File: src/rtl/txq_pkg.sv
package txq_pkg;

  typedef enum logic [3:0] {
    S_IDLE,
    S_D0_REQ,
    S_D0_WAIT,
    S_D1_REQ,
    S_D1_WAIT,
    S_B_REQ,
    S_B_WAIT,
    S_SEND,
    S_MAC,
    S_STAT
  } txq_state_e;

  // control word field positions (decoded by software and engine alike)
  localparam int unsigned CW_EOF   = 31;
  localparam int unsigned CW_IX_LO = 16;
  localparam int unsigned CW_ABORT = 15;
  localparam int unsigned IX_W     = 15;
  localparam int unsigned LEN_W    = 12;
  localparam int unsigned NCOL_W   = 5;

  typedef struct packed {
    logic              ok;
    logic              no_carrier;
    logic              late_col;
    logic              underrun;
    logic              excess_col;
    logic [NCOL_W-1:0] ncol;
  } mac_res_t;

  function automatic logic [31:0] pack_status(input logic aborted,
                                              input mac_res_t r,
                                              input logic [IX_W-1:0] ix);
    logic [31:0] w;
    w        = '0;
    w[31]    = 1'b1;
    w[29]    = aborted;
    if (!aborted) begin
      w[30]    = r.ok;
      w[28]    = r.no_carrier;
      w[26]    = r.late_col;
      w[25]    = r.underrun;
      w[24]    = r.excess_col;
      w[20:16] = r.ncol;
    end
    w[14:0]  = ix;
    return w;
  endfunction

endpackage

File: src/rtl/txq_credit.sv
module txq_credit #(
  parameter int unsigned PEND_W = 8
) (
  input  logic              clk,
  input  logic              rst_n,
  input  logic              enq_valid,
  input  logic [PEND_W-1:0] enq_count,
  input  logic              take,
  output logic              pend_nz
);

  logic [PEND_W-1:0] count;
  logic [PEND_W:0]   sum;

  always_comb begin
    sum = {1'b0, count};
    if (enq_valid) sum = sum + {1'b0, enq_count};
    if (take)      sum = sum - {{PEND_W{1'b0}}, 1'b1};
  end

  always_ff @(posedge clk or negedge rst_n) begin
    if (!rst_n) count <= '0;
    else        count <= sum[PEND_W-1:0];
  end

  assign pend_nz = (count != '0);

  // credits never wrap past the counter width
  p_no_overflow_r3: assert property (@(posedge clk) disable iff (!rst_n)
    enq_valid |-> !sum[PEND_W]);

  // a fetch only ever consumes an existing credit
  p_take_has_credit_r3: assert property (@(posedge clk) disable iff (!rst_n)
    take |-> count != '0);

  // with no enqueue, a fetch removes exactly one credit
  p_take_dec_r3: assert property (@(posedge clk) disable iff (!rst_n)
    (take && !enq_valid) |=> count == $past(count) - 1'b1);

endmodule

File: src/rtl/txq_ring_ptr.sv
module txq_ring_ptr #(
  parameter int unsigned ENTRIES = 8,
  localparam int unsigned PTR_W  = (ENTRIES > 1) ? $clog2(ENTRIES) : 1
) (
  input  logic             clk,
  input  logic             rst_n,
  input  logic             adv,
  output logic [PTR_W-1:0] idx
);

  localparam logic [PTR_W-1:0] LAST = PTR_W'(ENTRIES - 1);

  always_ff @(posedge clk or negedge rst_n) begin
    if (!rst_n)   idx <= '0;
    else if (adv) idx <= (idx == LAST) ? '0 : idx + 1'b1;
  end

  // pointer stays inside the ring
  p_in_ring_r7: assert property (@(posedge clk) disable iff (!rst_n)
    idx <= LAST);

endmodule

File: src/rtl/txq_irq.sv
module txq_irq (
  input  logic clk,
  input  logic rst_n,
  input  logic set,
  input  logic clr,
  input  logic en,
  output logic pend,
  output logic irq
);

  always_ff @(posedge clk or negedge rst_n) begin
    if (!rst_n)   pend <= 1'b0;
    else if (set) pend <= 1'b1;
    else if (clr) pend <= 1'b0;
  end

  assign irq = pend & en;

  p_set_r9: assert property (@(posedge clk) disable iff (!rst_n)
    set |=> pend);

  p_clear_r9: assert property (@(posedge clk) disable iff (!rst_n)
    (clr && !set) |=> !pend);

endmodule

File: src/rtl/txq_fetch.sv
module txq_fetch
  import txq_pkg::*;
#(
  parameter int unsigned ADDR_W = 32,
  parameter int unsigned PTR_W  = 3
) (
  input  logic              clk,
  input  logic              rst_n,
  input  logic              run,
  input  logic              pend_nz,
  output logic              take,
  input  logic [PTR_W-1:0]  d_idx,
  output logic              d_adv,
  input  logic [PTR_W-1:0]  s_idx,
  output logic              s_adv,
  input  logic [ADDR_W-1:0] desc_base,
  input  logic [ADDR_W-1:0] stat_base,
  output logic              rd_req_valid,
  input  logic              rd_req_ready,
  output logic [ADDR_W-1:0] rd_req_addr,
  input  logic              rd_rsp_valid,
  input  logic [31:0]       rd_rsp_data,
  output logic              tx_valid,
  input  logic              tx_ready,
  output logic [7:0]        tx_data,
  output logic              tx_last,
  input  logic              mac_done,
  input  mac_res_t          mac_res,
  output logic              wr_valid,
  input  logic              wr_ready,
  output logic [ADDR_W-1:0] wr_addr,
  output logic [31:0]       wr_data
);

  txq_state_e        st;
  logic [ADDR_W-1:0] baddr;
  logic              eof;
  logic [IX_W-1:0]   ix;
  logic [LEN_W-1:0]  remain;
  logic [31:0]       word;
  logic [1:0]        lane;
  logic [31:0]       status_q;
  logic              unused_bits;

  assign unused_bits = ^rd_rsp_data[14:12];

  logic [ADDR_W-1:0] d_addr;
  assign d_addr = desc_base + (ADDR_W'(d_idx) << 3);

  always_comb begin
    rd_req_valid = 1'b0;
    rd_req_addr  = baddr;
    unique case (st)
      S_D0_REQ: begin rd_req_valid = 1'b1; rd_req_addr = d_addr; end
      S_D1_REQ: begin rd_req_valid = 1'b1; rd_req_addr = d_addr + ADDR_W'(4); end
      S_B_REQ:  rd_req_valid = 1'b1;
      default:  ;
    endcase
  end

  assign take     = (st == S_IDLE) && run && pend_nz;
  assign tx_valid = (st == S_SEND);
  assign tx_data  = word[8*lane +: 8];
  assign tx_last  = eof && (remain == LEN_W'(1));
  assign wr_valid = (st == S_STAT);
  assign wr_addr  = stat_base + (ADDR_W'(s_idx) << 2);
  assign wr_data  = status_q;
  assign s_adv    = wr_valid && wr_ready;
  assign d_adv    = s_adv ||
                    (tx_valid && tx_ready && (remain == LEN_W'(1)) && !eof);

  always_ff @(posedge clk or negedge rst_n) begin
    if (!rst_n) begin
      st       <= S_IDLE;
      baddr    <= '0;
      eof      <= 1'b0;
      ix       <= '0;
      remain   <= '0;
      word     <= '0;
      lane     <= '0;
      status_q <= '0;
    end else begin
      unique case (st)
        S_IDLE:    if (take) st <= S_D0_REQ;
        S_D0_REQ:  if (rd_req_ready) st <= S_D0_WAIT;
        S_D0_WAIT: if (rd_rsp_valid) begin
          baddr <= rd_rsp_data[ADDR_W-1:0];
          st    <= S_D1_REQ;
        end
        S_D1_REQ:  if (rd_req_ready) st <= S_D1_WAIT;
        S_D1_WAIT: if (rd_rsp_valid) begin
          eof    <= rd_rsp_data[CW_EOF];
          ix     <= rd_rsp_data[CW_IX_LO +: IX_W];
          remain <= rd_rsp_data[LEN_W-1:0];
          lane   <= '0;
          if (rd_rsp_data[CW_ABORT]) begin
            status_q <= pack_status(1'b1, '0, rd_rsp_data[CW_IX_LO +: IX_W]);
            st       <= S_STAT;
          end else begin
            st <= S_B_REQ;
          end
        end
        S_B_REQ:   if (rd_req_ready) st <= S_B_WAIT;
        S_B_WAIT:  if (rd_rsp_valid) begin
          word <= rd_rsp_data;
          st   <= S_SEND;
        end
        S_SEND:    if (tx_ready) begin
          remain <= remain - 1'b1;
          lane   <= lane + 1'b1;
          if (remain == LEN_W'(1)) begin
            st <= eof ? S_MAC : S_IDLE;
          end else if (lane == 2'd3) begin
            baddr <= baddr + ADDR_W'(4);
            st    <= S_B_REQ;
          end
        end
        S_MAC:     if (mac_done) begin
          status_q <= pack_status(1'b0, mac_res, ix);
          st       <= S_STAT;
        end
        S_STAT:    if (wr_ready) st <= S_IDLE;
        default:   st <= S_IDLE;
      endcase
    end
  end

  // stalled byte keeps its value
  p_tx_hold_r10: assert property (@(posedge clk) disable iff (!rst_n)
    (tx_valid && !tx_ready) |=> tx_valid && $stable(tx_data) && $stable(tx_last));

  // stalled read request keeps its address
  p_rd_hold_r10: assert property (@(posedge clk) disable iff (!rst_n)
    (rd_req_valid && !rd_req_ready) |=> rd_req_valid && $stable(rd_req_addr));

  // stalled status write keeps address and data
  p_wr_hold_r10: assert property (@(posedge clk) disable iff (!rst_n)
    (wr_valid && !wr_ready) |=> wr_valid && $stable(wr_addr) && $stable(wr_data));

  // the final byte of a frame hands over to the MAC outcome wait
  p_last_waits_mac_r6: assert property (@(posedge clk) disable iff (!rst_n)
    (tx_valid && tx_ready && tx_last) |=> st == S_MAC);

  // a sent descriptor never has zero length
  p_len_nonzero_r2: assert property (@(posedge clk) disable iff (!rst_n)
    (st == S_D1_WAIT && rd_rsp_valid && !rd_rsp_data[CW_ABORT])
      |-> rd_rsp_data[LEN_W-1:0] != '0);

  // nothing is fetched while the engine is not running
  p_gate_r8: assert property (@(posedge clk) disable iff (!rst_n)
    (st == S_IDLE && !run) |=> st == S_IDLE);

endmodule

File: src/rtl/txq_engine.sv
module txq_engine
  import txq_pkg::*;
#(
  parameter int unsigned RING_ENTRIES = 8,
  parameter int unsigned PEND_W       = 8,
  localparam int unsigned ADDR_W      = 32,
  localparam int unsigned PTR_W       = (RING_ENTRIES > 1) ? $clog2(RING_ENTRIES) : 1
) (
  input  logic              clk,
  input  logic              rst_n,
  input  logic              dma_en,
  input  logic              tx_en,
  input  logic [ADDR_W-1:0] desc_base,
  input  logic [ADDR_W-1:0] stat_base,
  input  logic              enq_valid,
  input  logic [PEND_W-1:0] enq_count,
  input  logic              irq_en,
  input  logic              int_rd,
  output logic              rd_req_valid,
  input  logic              rd_req_ready,
  output logic [ADDR_W-1:0] rd_req_addr,
  input  logic              rd_rsp_valid,
  input  logic [31:0]       rd_rsp_data,
  output logic              tx_valid,
  input  logic              tx_ready,
  output logic [7:0]        tx_data,
  output logic              tx_last,
  input  logic              mac_done,
  input  logic              mac_ok,
  input  logic              mac_no_carrier,
  input  logic              mac_late_col,
  input  logic              mac_underrun,
  input  logic              mac_excess_col,
  input  logic [4:0]        mac_ncol,
  output logic              wr_valid,
  input  logic              wr_ready,
  output logic [ADDR_W-1:0] wr_addr,
  output logic [31:0]       wr_data,
  output logic              tx_event,
  output logic              tx_irq
);

  logic             pend_nz, take, d_adv, s_adv;
  logic [PTR_W-1:0] d_idx, s_idx;
  mac_res_t         mres;

  assign mres = '{ok: mac_ok, no_carrier: mac_no_carrier, late_col: mac_late_col,
                  underrun: mac_underrun, excess_col: mac_excess_col, ncol: mac_ncol};

  txq_credit #(.PEND_W(PEND_W)) u_credit (
    .clk(clk), .rst_n(rst_n), .enq_valid(enq_valid), .enq_count(enq_count),
    .take(take), .pend_nz(pend_nz)
  );

  txq_ring_ptr #(.ENTRIES(RING_ENTRIES)) u_dptr (
    .clk(clk), .rst_n(rst_n), .adv(d_adv), .idx(d_idx)
  );

  txq_ring_ptr #(.ENTRIES(RING_ENTRIES)) u_sptr (
    .clk(clk), .rst_n(rst_n), .adv(s_adv), .idx(s_idx)
  );

  txq_fetch #(.ADDR_W(ADDR_W), .PTR_W(PTR_W)) u_fetch (
    .clk(clk), .rst_n(rst_n), .run(dma_en & tx_en), .pend_nz(pend_nz), .take(take),
    .d_idx(d_idx), .d_adv(d_adv), .s_idx(s_idx), .s_adv(s_adv),
    .desc_base(desc_base), .stat_base(stat_base),
    .rd_req_valid(rd_req_valid), .rd_req_ready(rd_req_ready), .rd_req_addr(rd_req_addr),
    .rd_rsp_valid(rd_rsp_valid), .rd_rsp_data(rd_rsp_data),
    .tx_valid(tx_valid), .tx_ready(tx_ready), .tx_data(tx_data), .tx_last(tx_last),
    .mac_done(mac_done), .mac_res(mres),
    .wr_valid(wr_valid), .wr_ready(wr_ready), .wr_addr(wr_addr), .wr_data(wr_data)
  );

  txq_irq u_irq (
    .clk(clk), .rst_n(rst_n), .set(s_adv), .clr(int_rd), .en(irq_en),
    .pend(tx_event), .irq(tx_irq)
  );

  // every status written is marked processed
  p_status_processed_r4: assert property (@(posedge clk) disable iff (!rst_n)
    wr_valid |-> wr_data[31]);

  // an aborted entry never reports success
  p_abort_not_ok_r5: assert property (@(posedge clk) disable iff (!rst_n)
    (wr_valid && wr_data[29]) |-> !wr_data[30]);

endmodule

File: config.mk
export PLATFORM = sky130hd
export DESIGN_NAME = txq_engine
export DESIGN_NICKNAME = d
export VERILOG_FILES = /design/src/rtl/txq_pkg.sv /design/src/rtl/txq_credit.sv /design/src/rtl/txq_ring_ptr.sv /design/src/rtl/txq_irq.sv /design/src/rtl/txq_fetch.sv /design/src/rtl/txq_engine.sv
export SDC_FILE = /design/constraint.sdc
export NUM_CORES = 1
export LEC_CHECK = 0
export BUFFER_PORTS_ARGS = -buffer_cell sky130_fd_sc_hd__buf_2
export CAP_MARGIN = 10
export CORE_MARGIN = 4
export CORE_UTILIZATION = 50
export CTS_CLUSTER_DIAMETER = 100
export CTS_CLUSTER_SIZE = 16
export DETAILED_ROUTE_END_ITERATION = 8
export GPL_ROUTABILITY_DRIVEN = 0
export PLACE_DENSITY = 0.85
export SYNTH_ARGS = -nofsm -noshare
export SYNTH_HDL_FRONTEND = slang
export SYNTH_SLANG_ARGS = --single-unit
File: constraint.sdc
create_clock -name clk -period 4.56 [get_ports clk]
set_input_delay 0.912 -clock clk [delete_from_list [all_inputs] [get_ports clk]]
set_output_delay 0.912 -clock clk [all_outputs]
set_load 0.03 [all_outputs]
# After elaboration in Yosys (flattened, before gate mapping)

Cells that the tools add are included.

Eq/ne operators: 27
Shift-type cells: 1
Reductions and logical operators: 22
Add/subtract/negate cells: 10
Bitwise gates (word level): 2
Muxes and demuxes: 38

Operators by type and width:

| operator                                                               | count |
|---|---|
| 32-bit 2-to-1 mux                                                      | 7 |
| 32-bit case mux with 2 select lines                                    | 3 |
| 32-bit by 3-bit adder with 32-bit output, second input constant        | 2 |
| 4-bit 2-to-1 mux                                                       | 14 |
| 4-bit case mux with 10 select lines                                    | 1 |
| 32-bit by 5-bit adder with 32-bit output                               | 1 |
| 32-bit by 6-bit adder with 32-bit output                               | 1 |
| 32-bit by 6-bit indexed part select with 8-bit output                  | 1 |
| 2-bit != test, second input constant                                   | 13 |
| 12-bit 2-to-1 mux                                                      | 2 |
| 12-bit case mux with 2 select lines                                    | 1 |
| 4-bit by 3-bit equality test with 1-bit output, second input constant  | 4 |
| 8-bit 2-to-1 mux                                                       | 2 |
| 12-bit by 1-bit equality test with 1-bit output, second input constant | 1 |
| 12-bit by 1-bit subtractor with 12-bit output, second input constant   | 1 |
| 11-bit AND reduction                                                   | 1 |
| 8-bit adder                                                            | 1 |
| 4-bit by 2-bit equality test with 1-bit output, second input constant  | 2 |
| 4-bit equality test, second input constant                             | 2 |
| 2-bit nonzero test                                                     | 4 |
| 8-bit nonzero test                                                     | 1 |
| 8-bit by 1-bit subtractor with 8-bit output, second input constant     | 1 |
| 1-bit logical AND                                                      | 7 |
| 3-bit by 1-bit adder with 3-bit output, second input constant          | 2 |
| 18 further kinds                                                       | 25 |

Register bits: 145
Input port bits: 126
Output and inout bits: 110

# Depth between registers and ports, before layout

Depth in word-level cells: 5
Gate-level depth with buffers: 11
Mapped depth without buffers: 10

# Hierarchy

A second synthesis with hierarchy kept.

Cell total of the unflattened synthesis: 1143
Area total of the unflattened synthesis: 9990.8 um^2

Modules (own cells, without submodules):

| module       | cells each | sequential area each (um^2) | instances | area each (um^2) |
|---|---|---|---|---|
| txq_fetch    | 1026       | 3128.0                      | 1         | 8783.4 |
| txq_credit   | 90         | 200.2                       | 1         | 873.3 |
| txq_ring_ptr | 11         | 75.1                        | 2         | 142.6 |
| txq_irq      | 4          | 25.0                        | 1         | 42.5 |
| txq_engine   | 1          | 0.0                         | 1         | 6.3 |

# Worst setup path after synthesis

Ideal clock, no wire load.

Path kind: in2out
Start: in desc_base[3]
End: out rd_req_addr[29]
Path slack: -0.371 ns
Required time: 3.648 ns
Stages on the path: 10
Path buffers: 0
Arrival: 4.019 ns
Path through: ha_1 inv_1 fa_1 and2b_1 nor2_1 or4_1 a22oi_2 nor4bb_1 a31oi_1 o31ai_1

Longest elaborated chain between the ends: 3

RTL lines:

| what                                       | RTL line         | text |
|---|---|---|
| start, declared                            | txq_engine.sv:13 | `input logic [ADDR_W-1:0] desc_base,` |
| 32-bit by 6-bit adder with 32-bit output * | txq_fetch.sv:48  | `assign d_addr = desc_base + (ADDR_W'(d_idx) << 3);` |
| 32-bit by 3-bit adder with 32-bit output   | txq_fetch.sv:55  | `S_D1_REQ: begin rd_req_valid = 1'b1; rd_req_addr = d_addr + ADDR_W'(4); end` |
| 32-bit case mux with 2 select lines *      | txq_fetch.sv:53  | `unique case (st)` |
| end, declared                              | txq_engine.sv:21 | `output logic [ADDR_W-1:0] rd_req_addr,` |

Every way passes the cells marked *; elsewhere a longest branch is shown, timed or not.

# Worst setup path in the final report

Start: in desc_base[3]
End: out rd_req_addr[25]

Same word-level chain as after synthesis.

==> results_dict.tcl <==
set metrics [dict create \
    grt_pass1_wl_um 51000 \
    status "finished with violations" \
    die-area_um2 22300 \
    wl_um 33400 \
    setup-violations-final 12 \
    rsz0062_at_grt "true" \
    final_hold_viol_count 0 \
    grt_pass1_vias 10026 \
    global_route.overflow_total 0 \
    cts_hold_repair.buffers 0 \
    min_from "u_fetch.wr_data[31]" \
    detail_route.wl_per_cell_um 19.6 \
    setup_slack_of_the_most_critical_reg_to_reg_path_ns 1.48 \
    clock-root-buffer "clkbuf_16" \
    timing.critical_path.arrival_ns 3.82 \
    syn-cell-area_um2 9990 \
    cpLargestDelayFamily "simple AND/OR/NAND/NOR gates" \
    synth_top_flop_cell "dfrtp_1" \
    yosys_warnings 0 \
    synth_area_leader_cell "dfrtp_1" \
    numCtsBuffers 17 \
    ant_nets 0 \
    synthCells 1179 \
    synthTopCellsByArea "dfrtp_1 35%, nand2_1 7.4%, xnor2_1 4.8%" \
    grt_max_degree 83 \
    avgSynthCellArea_um2 8.48 \
    ctsHtreeMaxLevel 4 \
    placed_cell_area_um2 11700 \
    timing.final.crit_period_ns 4.73 \
    violated_checks "negative setup slack" \
    cp_common_cell "buf_4" \
    core-area_um2 19600 \
    seq_area_frac_synth_pct 35.1 \
    cp-end-kind "output pin" \
    critical_path.max_fanout 5 \
    fmaxAchievable_ghz 0.211 \
    place_ws_ns -0.249 \
    drv_slew 0 \
    async_flop_share_pct 100 \
    whs_endpoint "u_fetch.wr_data[31]" \
    row_count 51 \
    clk_pin_slew_ns 0.06 \
    final_nets 1578 \
    worst_slack_ns -0.169 \
    worstReg2RegStart "u_fetch.remain[5]" \
    timing.hold.worst_path_depth 1 \
    max_stage_delay_ns 0.36 \
    max-cap-violations 0 \
    synth_top_area_share_pct 35.1 \
    worst_clock_skew_ns 0.0116 \
    critPathBufInv 6 \
    fin_total_pwr_mw 8.17 \
    start_util_pct 51.0 \
    cts_tree "done" \
    leakage_power_nw 5.63 \
    layout.cells.most_common "buf_2" \
    pin_count 236 \
    layout.cells.most_common_list "208 x buf_2, 198 x nand2_1, 140 x dfrtp_1" \
    critical-path-slowest-cell "fa_2" \
    die_h_um 149 \
    initialDrtViolationCount 1093 \
    drt_pass1_iterations 6 \
    layout.cell_area.non_filler_um2 12700 \
    layout_worst_path_cycle_share_pct 104 \
    ff2ff_path_depth 6 \
    port_buffers 226 \
    number_of_flops_mapped_to_enable_cells_by_yosys 0 \
    reg2reg_to "u_fetch.baddr[24]" \
    clock_tree.buffer_depth 2 \
    route.detailed.vias_per_inst 6.20 \
    worstPathRequired_ns 3.65 \
    clock_sinks 140 \
    layout-area-overhead-vs-synth_pct 26.7 \
    hold_path_class "reg -> reg" \
    worst_slew_margin_rel_pct 25.9 \
    dp.final_hpwl_um 23900 \
    synth.distinct_cells 82 \
    timing.setup.critical_path_class "in -> out" \
    power_density_nw_per_um2 645 \
    die_x_um 149 \
    drc 0 \
    cp_cell_sequence "buf_6, ha_4, inv_2, fa_2, and2b_2, buf_4, or3_1, a31oi_2, nor4_4, buf_4, nand4_1, buf_4, o311a_1, a221o_1, buf_6" \
    vias 10577 \
    aggregate_global_route_resource_usage_pct 28.5 \
    vdd_ir_drop_max_uv 530 \
    worst-slew-pin-transition_ns 1.10 \
    post_route_cells_drive_above_1_share_pct 30.3 \
    startpoint_type "primary input" \
    synth.ff_latch_count 140 \
    initial_antenna_violation_count 1 \
    insertion_delay_ns 0.43 \
]
-- routing by layer --
metal	global-route usage, %	vias to the layer above	wire length, um
met5	0	-	0
met4	14.1	0	1810
met3	4.89	162	2780
met2	48.6	624	16400
met1	34.9	5021	12400
li1	-	4770	-
-- per-stage QoR --
| stage | hold slack [ns] | cells | setup TNS, ns | util (%) |
|---|---|---|---|---|
| after floorplan | 0.445 | 1183 | -0.0159 | - |
| after global placement | 0.446 | 1661 | -1.23 | 59.6 |
| after detailed placement | 0.447 | 1661 | -1.97 | 59.6 |
| after CTS | 0.466 | 1702 | -0.112 | 63.6 |
| after global routing | 0.491 | 1704 | -2.50 | 64.6 |
| final | 0.465 | 1705 | -1.01 | 64.6 |
-- cells in the mapped netlist (9+ instances only) --
cell      instances
a21o_1            9
a21oi_1          79
a22oi_1          10
a31oi_1           9
and3_1           20
and4_1           12
buf_4            10
clkbuf_1         54
dfrtp_1         140
ha_1             23
inv_1            30
mux2_2           38
mux2i_1          24
nand2_1         198
nand3_1          48
nand4_1          28
nor2_1           52
nor3_1           26
nor4_1           13
o21ai_0          94
o22ai_1          11
o31ai_1          14
xnor2_1          55
xor2_1           21
-- registers in the layout, indices dropped and copies added (netlist names) --
signal / count
u_dptr.idx: 3
u_fetch.ix: 15
u_fetch.st: 4
u_fetch.wr_data: 27
u_irq.pend: 1
u_fetch.baddr: 32
u_fetch.remain: 12
u_fetch.eof: 1
u_credit.count: 8
u_sptr.idx: 3
u_fetch.word: 32
u_fetch.lane: 2
-- worst max-delay path by stage --
| stage | startpoint | end | cells after the start |
|---|---|---|---|
| 6_report | desc_base[3] | rd_req_addr[25] | 15 |
| 5_1_grt | desc_base[3] | rd_req_addr[29] | 15 |
| 4_1_cts | desc_base[3] | rd_req_addr[30] | 12 |
| 3_5_place_dp | desc_base[3] | rd_req_addr[30] | 12 |
| 3_3_place_gp | desc_base[3] | rd_req_addr[30] | 12 |
| 2_1_floorplan | desc_base[3] | rd_req_addr[29] | 10 |
-- cells by family (layout without fill, tap and decap cells) --
| group | count (synthesis) | count (layout) | synth area share, % |
|---|---|---|---|
| adders and majority gates | 26 | 26 | 3.48 |
| DFF | 140 | 140 | 35.1 |
| AOI/OAI and AO/OA | 290 | 290 | 18.0 |
| and+or+nand+nor | 469 | 469 | 23.8 |
| xor gates and xnor gates | 76 | 76 | 6.66 |
| muxes | 70 | 70 | 8.49 |
| other | 1 | 6 | 0.0375 |
| buffers and inverters | 107 | 363 | 4.48 |
-- power by group --
group | total (mW) | switching, mW | internal (mW)
logic | 4.38 | 2.74 | 1.64
registers | 2.39 | 0.581 | 1.81
clock network | 1.40 | 0.578 | 0.817
-- area by class of cell --
| cell class | count | area (um^2) |
|---|---|---|
| fill | 1533 | 6930 |
| multi-input combinational | 936 | 6350 |
| sequential | 140 | 3500 |
| timing repair buffer | 300 | 1770 |
| clock buffer | 18 | 429 |
| tap | 265 | 332 |
| clock inverter | 14 | 156 |
| inverter | 31 | 116 |
| antenna | 1 | 2.50 |
-- what timing repair did --
item	CTS	global route
gates resized for setup	29	42
buffers inserted	9	2
setup endpoints to repair	17	19
pin swaps	17	10
Note: power is estimated with default switching activity, not from simulation.
